$ cat src/rtl/pcu_pkg.sv
// Package pcu_pkg
// Shared encodings for the program counter unit. The length code encoding
// is fixed by the interface to the instruction sequencer.
package pcu_pkg;

    localparam int unsigned LEN_W = 2;

    // Byte count of the instruction just executed; HOLD means no step.
    typedef enum logic [LEN_W-1:0] {
        LEN_HOLD  = 2'b00,
        LEN_ONE   = 2'b01,
        LEN_TWO   = 2'b10,
        LEN_THREE = 2'b11
    } len_code_e;

    // Source chosen for the next counter value.
    typedef enum logic [1:0] {
        SRC_KEEP = 2'b00,
        SRC_STEP = 2'b01,
        SRC_LOAD = 2'b10
    } next_src_e;

endpackage

$ cat src/rtl/pcu_len_decode.sv
// Module pcu_len_decode
// Turns the two-bit length code into a zero-extended byte step of the
// address width. Assumes ADDR_W is wider than the length code.
module pcu_len_decode #(
    parameter int unsigned ADDR_W = 16
) (
    input  logic [pcu_pkg::LEN_W-1:0] len_code,
    output logic [ADDR_W-1:0]         step_bytes
);
    import pcu_pkg::*;

    localparam int unsigned PAD_W = ADDR_W - LEN_W;

    logic [LEN_W-1:0] count;

    // Map each code onto its byte count.
    always_comb begin
        case (len_code)
            LEN_ONE:   count = 2'd1;
            LEN_TWO:   count = 2'd2;
            LEN_THREE: count = 2'd3;
            default:   count = 2'd0;
        endcase
    end

    // Extend the count to the full address width.
    assign step_bytes = {{PAD_W{1'b0}}, count};

endmodule

$ cat src/rtl/pcu_wrap_adder.sv
// Module pcu_wrap_adder
// Modulo-2^W adder. The carry out of the top bit is dropped, so the sum
// wraps. RIPPLE picks an explicit carry chain; otherwise the operator form
// is used. Assumes W >= 2.
module pcu_wrap_adder #(
    parameter int unsigned W      = 16,
    parameter bit          RIPPLE = 1'b0
) (
    input  logic [W-1:0] a,
    input  logic [W-1:0] b,
    output logic [W-1:0] sum
);

    generate
        if (RIPPLE) begin : g_ripple
            logic [W-1:0] carry;
            assign carry[0] = 1'b0;
            for (genvar i = 0; i < W; i++) begin : g_bit
                // Sum bit for position i.
                assign sum[i] = a[i] ^ b[i] ^ carry[i];
                if (i < W - 1) begin : g_carry
                    // Carry into the next position; top carry discarded.
                    assign carry[i+1] = (a[i] & b[i]) | (carry[i] & (a[i] ^ b[i]));
                end
            end
        end else begin : g_operator
            // Width-truncated addition wraps naturally.
            assign sum = a + b;
        end
    endgenerate

endmodule

$ cat src/rtl/pcu_next_select.sv
// Module pcu_next_select
// Chooses the next counter value with fixed priority: load, then step,
// then keep. A step with the hold code counts as keep. Reset is applied
// in the register, not here.
module pcu_next_select #(
    parameter int unsigned ADDR_W = 16
) (
    input  logic                      load,
    input  logic                      adv,
    input  logic [pcu_pkg::LEN_W-1:0] len_code,
    input  logic [ADDR_W-1:0]         cur_pc,
    input  logic [ADDR_W-1:0]         target,
    input  logic [ADDR_W-1:0]         stepped,
    output logic [ADDR_W-1:0]         next_pc
);
    import pcu_pkg::*;

    next_src_e src;

    // Priority decision for the next source.
    always_comb begin
        if (load) begin
            src = SRC_LOAD;
        end else if (adv && (len_code != LEN_HOLD)) begin
            src = SRC_STEP;
        end else begin
            src = SRC_KEEP;
        end
    end

    // Data mux driven by the decision.
    always_comb begin
        case (src)
            SRC_LOAD: next_pc = target;
            SRC_STEP: next_pc = stepped;
            default:  next_pc = cur_pc;
        endcase
    end

endmodule

$ cat src/rtl/prog_counter_unit.sv
// Module prog_counter_unit
// Program counter for byte-coded instructions of 1 to 3 bytes. It advances
// after an instruction by its length or loads a new target; a load beats
// an advance. pc_seq gives pc_q plus the length at once, as a return
// address. Assumes inputs settle before each rising edge; reset is
// synchronous and active low.
module prog_counter_unit #(
    parameter int unsigned ADDR_W = 16,
    parameter bit          RIPPLE = 1'b0
) (
    input  logic                      clk,
    input  logic                      rst_n,
    input  logic [pcu_pkg::LEN_W-1:0] len_code,
    input  logic                      adv,
    input  logic                      load,
    input  logic [ADDR_W-1:0]         load_addr,
    output logic [ADDR_W-1:0]         pc_q,
    output logic [ADDR_W-1:0]         pc_seq
);

    localparam logic [ADDR_W-1:0] RESET_PC = '0;

    logic [ADDR_W-1:0] step_bytes;
    logic [ADDR_W-1:0] seq_addr;
    logic [ADDR_W-1:0] next_pc;
    logic [ADDR_W-1:0] pc_r;

    pcu_len_decode #(
        .ADDR_W (ADDR_W)
    ) u_len_decode (
        .len_code   (len_code),
        .step_bytes (step_bytes)
    );

    pcu_wrap_adder #(
        .W      (ADDR_W),
        .RIPPLE (RIPPLE)
    ) u_adder (
        .a   (pc_r),
        .b   (step_bytes),
        .sum (seq_addr)
    );

    pcu_next_select #(
        .ADDR_W (ADDR_W)
    ) u_next_select (
        .load     (load),
        .adv      (adv),
        .len_code (len_code),
        .cur_pc   (pc_r),
        .target   (load_addr),
        .stepped  (seq_addr),
        .next_pc  (next_pc)
    );

    // Counter register with synchronous active-low reset.
    always_ff @(posedge clk) begin
        if (!rst_n) begin
            pc_r <= RESET_PC;
        end else begin
            pc_r <= next_pc;
        end
    end

    assign pc_q   = pc_r;
    assign pc_seq = seq_addr;

endmodule

$ cat config.mk
export PLATFORM = sky130hd
export DESIGN_NAME = prog_counter_unit
export DESIGN_NICKNAME = d
export VERILOG_FILES = /design/src/rtl/pcu_pkg.sv /design/src/rtl/pcu_len_decode.sv /design/src/rtl/pcu_wrap_adder.sv /design/src/rtl/pcu_next_select.sv /design/src/rtl/prog_counter_unit.sv
export SDC_FILE = /design/constraint.sdc
export NUM_CORES = 1
export LEC_CHECK = 0
export ABC_CLOCK_PERIOD_IN_PS = 5160
export CORE_MARGIN = 4
export CORE_UTILIZATION = 50
export CTS_BUF_LIST = sky130_fd_sc_hd__clkbuf_8 sky130_fd_sc_hd__clkbuf_16
export DETAILED_ROUTE_END_ITERATION = 8
export GPL_ROUTABILITY_DRIVEN = 0
export PLACE_DENSITY_LB_ADDON = 0.3
export SYNTH_ARGS = -nofsm -noshare
export SYNTH_HDL_FRONTEND = slang
export SYNTH_HIERARCHICAL = 1
export SYNTH_SLANG_ARGS = --single-unit
export TNS_END_PERCENT = 5
$ cat constraint.sdc
create_clock -name clk -period 5.16 [get_ports clk]
set_input_delay 1.29 -clock clk [delete_from_list [all_inputs] [get_ports clk]]
set_output_delay 1.29 -clock clk [all_outputs]
set_load 0.02 [all_outputs]
==> flow_metrics.tcl <==
set metrics [dict create \
    num_vias 1601 \
    synth.distinct_cells 38 \
    largest_reg_flops 16 \
    num_io_pins 54 \
    endpoint_kind "output port" \
    place_hpwl_um 2980 \
    initial_core_util 0.536 \
    layout_min_cycle_time_ns 5.11 \
    seq_area_frac_synth 0.191 \
    ir_worst_vdd_v 0.000200 \
    dieArea_mm2 0.00434 \
    crit_arrival_ns 3.82 \
    track_usage 0.193 \
    dp_cells 311 \
    finalNetCount 310 \
    critPathLaunchType "input port" \
    h-tree-depth 1 \
    hp-class "reg2reg" \
    ys.warnings.count 6 \
    cts_made_buffers 3 \
    path_clk_slew_ns 0.06 \
    wl_um 3920 \
    drt_iter0_drc 39 \
    power.leakage_nw 0.943 \
    first_global_vias 1596 \
    cap_violations 0 \
    slew_headroom 0.360 \
    syn_inst 219 \
    grt_max_degree 33 \
    wl_per_cell_um 12.5 \
    clock_path_buffers 2 \
    r2r_slack_ns 2.60 \
    whs_path_depth 3 \
    ys_ff_latch 16 \
    fmax_mhz 196 \
    critPathRequiredTime_ns 3.87 \
    area_growth_pct 33.4 \
    post-place-ws_ns -0.261 \
    rr_startpoint "pc_q[0]" \
    rows 20 \
    power_density_mw_per_mm2 259 \
    setup_ws_ns 0.0505 \
    layout-drive-gt1-share 0.103 \
    rsz0062_at_grt "yes" \
    die_y_um 65.9 \
    die_w_um 65.9 \
    viasPerCell 5.08 \
    status "finished, final reports clean" \
    io_buffers 53 \
    synth_area_mm2 0.00168 \
    setup_viol 0 \
    worstHoldStart "pc_q[10]" \
    clk_latency_ns 0.25 \
    clock_skew_ns 0.00546 \
    grt-ovfl-total 0 \
    rr_worst_depth 10 \
    dr.pass1.iters 4 \
    postCtsHoldBufs 0 \
    crit_type "in2out" \
    antenna_left 0 \
    path_max_fanout 3 \
    clock_sinks 16 \
    cts_setup_buffers 0 \
    cts_tree "yes" \
    slew_violations 0 \
    grt_antenna_before_repair 0 \
    finalHoldViolations 0 \
    grt_pass1_wl_um 6690 \
    fp.coreArea_mm2 0.00313 \
    min_to "pc_q[10]" \
    reg2reg_to "pc_q[14]" \
    stdcell_count 315 \
    tightestPinTransition_ns 0.956 \
    post-route-period-util 0.990 \
    antenna_cells 0 \
    drc 0 \
    cts-root-buf "clkbuf_8" \
    avgSynthCellArea_um2 7.66 \
]
==> cells by family after synthesis <==
| family | count (synthesis) | share of synthesized area |
|---|---|---|
| AND/OR/NAND/NOR | 71 | 0.229 |
| buffers and inverters | 25 | 0.101 |
| other | 1 | 0.00224 |
| adder cells (fa/ha/maj) | 16 | 0.124 |
| multiplexers | 1 | 0.00597 |
| AO/OA/AOI/OAI | 74 | 0.269 |
| XOR/XNOR | 15 | 0.0784 |
| flip-flops | 16 | 0.191 |
==> repair_timing <==
| item | CTS | global route |
|---|---|---|
| cloned | 0 | 0 |
| endpoints found under the setup margin | 4 | 5 |
| gates resized for setup | 4 | 7 |
| hold endpoints to repair | 0 | 0 |
==> cells in the final DEF (no fill, tap or decap), drive strengths merged, types with 2 or more instances in the layout <==
cell,count
nand2,25
nand3,4
nor2b,18
o21bai,2
dfxtp,16
nor2,2
clkbuf,5
ha,15
xor2,5
o21ai,9
clkdlybuf4s50,47
xnor2,10
conb,14
a21oi,49
a21o,3
and2,16
o211ai,3
inv,3
clkdlybuf4s15,2
buf,4
dlymetal6s2s,2
nor3,3
a311oi,2
==> how the worst max path moves through the flow <==
stage / from / to / slack, ns / depth (start not counted)
floorplan: len_code[0] / pc_seq[10] / 0.72 / 7
global placement: len_code[0] / pc_seq[12] / -0.21 / 9
detailed placement: len_code[0] / pc_seq[12] / -0.26 / 9
CTS: len_code[0] / pc_seq[12] / 0.02 / 9
global route: len_code[0] / pc_seq[12] / -0.05 / 9
finish: len_code[0] / pc_seq[12] / 0.05 / 9
==> synth_stat cells <==
| cell | count | area, um^2 |
|---|---|---|
| a311oi_1 | 1 | 8.76 |
| o21a_4 | 1 | 15.0 |
| nor2b_1 | 18 | 113 |
| clkbuf_4 | 1 | 7.51 |
| nor3_1 | 3 | 15.0 |
| a211oi_1 | 1 | 7.51 |
| mux2i_1 | 1 | 10.0 |
| or2_2 | 1 | 6.26 |
| dfxtp_1 | 16 | 320 |
| a31oi_1 | 1 | 6.26 |
| nor2_1 | 2 | 7.51 |
| clkbuf_1 | 4 | 15.0 |
| o21bai_1 | 2 | 15.0 |
| inv_1 | 3 | 11.3 |
| nand2_1 | 25 | 93.8 |
| ha_1 | 15 | 188 |
| buf_4 | 15 | 113 |
| o41ai_2 | 1 | 16.3 |
| a21o_2 | 1 | 8.76 |
| a211o_1 | 1 | 8.76 |
| nand3_1 | 4 | 20.0 |
| o21ai_0 | 8 | 40.0 |
| and3_1 | 1 | 6.26 |
| and2_1 | 4 | 25.0 |
| a21oi_2 | 1 | 8.76 |
| o21ai_4 | 1 | 16.3 |
| xnor2_1 | 10 | 87.6 |
| o211ai_1 | 3 | 22.5 |
| fa_1 | 1 | 20.0 |
| a21o_1 | 2 | 15.0 |
| buf_6 | 2 | 22.5 |
| nor3b_1 | 1 | 7.51 |
| conb_1 | 1 | 3.75 |
| o22ai_1 | 1 | 6.26 |
| xor2_1 | 5 | 43.8 |
| a21oi_1 | 48 | 240 |
| a311oi_2 | 1 | 15.0 |
| and2_2 | 12 | 90.1 |
==> layer usage <==
metal / wire length (um) / global-route usage / vias to the layer above
met2: 1880 / 0.335 / 40
met5: 0 / 0 / -
met3: 206 / 0.0442 / 5
li1: - / - / 837
met1: 1780 / 0.234 / 719
met4: 53 / 0.0570 / 0
==> area by class of cell <==
| type | count | area [um^2] |
|---|---|---|
| clock buffer | 4 | 55.1 |
| multi-input combinational | 191 | 1240 |
| fill | 263 | 891 |
| sequential | 16 | 320 |
| timing repair buffer | 57 | 559 |
| inverter | 3 | 11.3 |
| tap | 44 | 55.1 |
==> report_power, final <==
part / internal [W] / leakage [nW] / switching (W) / total [W]
clock network: 0.0000678 / 0.0288 / 0.0000461 / 0.000114
registers: 0.000135 / 0.133 / 0.00000951 / 0.000144
logic: 0.000152 / 0.781 / 0.000170 / 0.000322
total: 0.000355 / 0.943 / 0.000225 / 0.000580
==> critical path, cell delays in order <==
cell and delay (ns):
clkdlybuf4s50_1 0.44, ha_1 0.22, fa_1 0.41, a21o_2 0.24, a311oi_2 0.33, nor3_1 0.12
o41ai_2 0.24, xnor2_1 0.19, clkdlybuf4s15_1 0.34
==> through the flow <==
step	TNS (ns)	hold WS, ns	power (W)	instance area (um^2)	util
CTS	0	0.615	0.000584	2230	0.714
detailed placement	-0.862	0.605	0.000471	2180	0.698
finish	0	0.612	0.000580	2240	0.715
global route	-0.0981	0.650	0.000622	2240	0.715
global placement	-0.687	0.601	0.000468	2180	0.698
floorplan	0	0.677	0.000355	1730	-
Power figures use the tool's default switching activity.
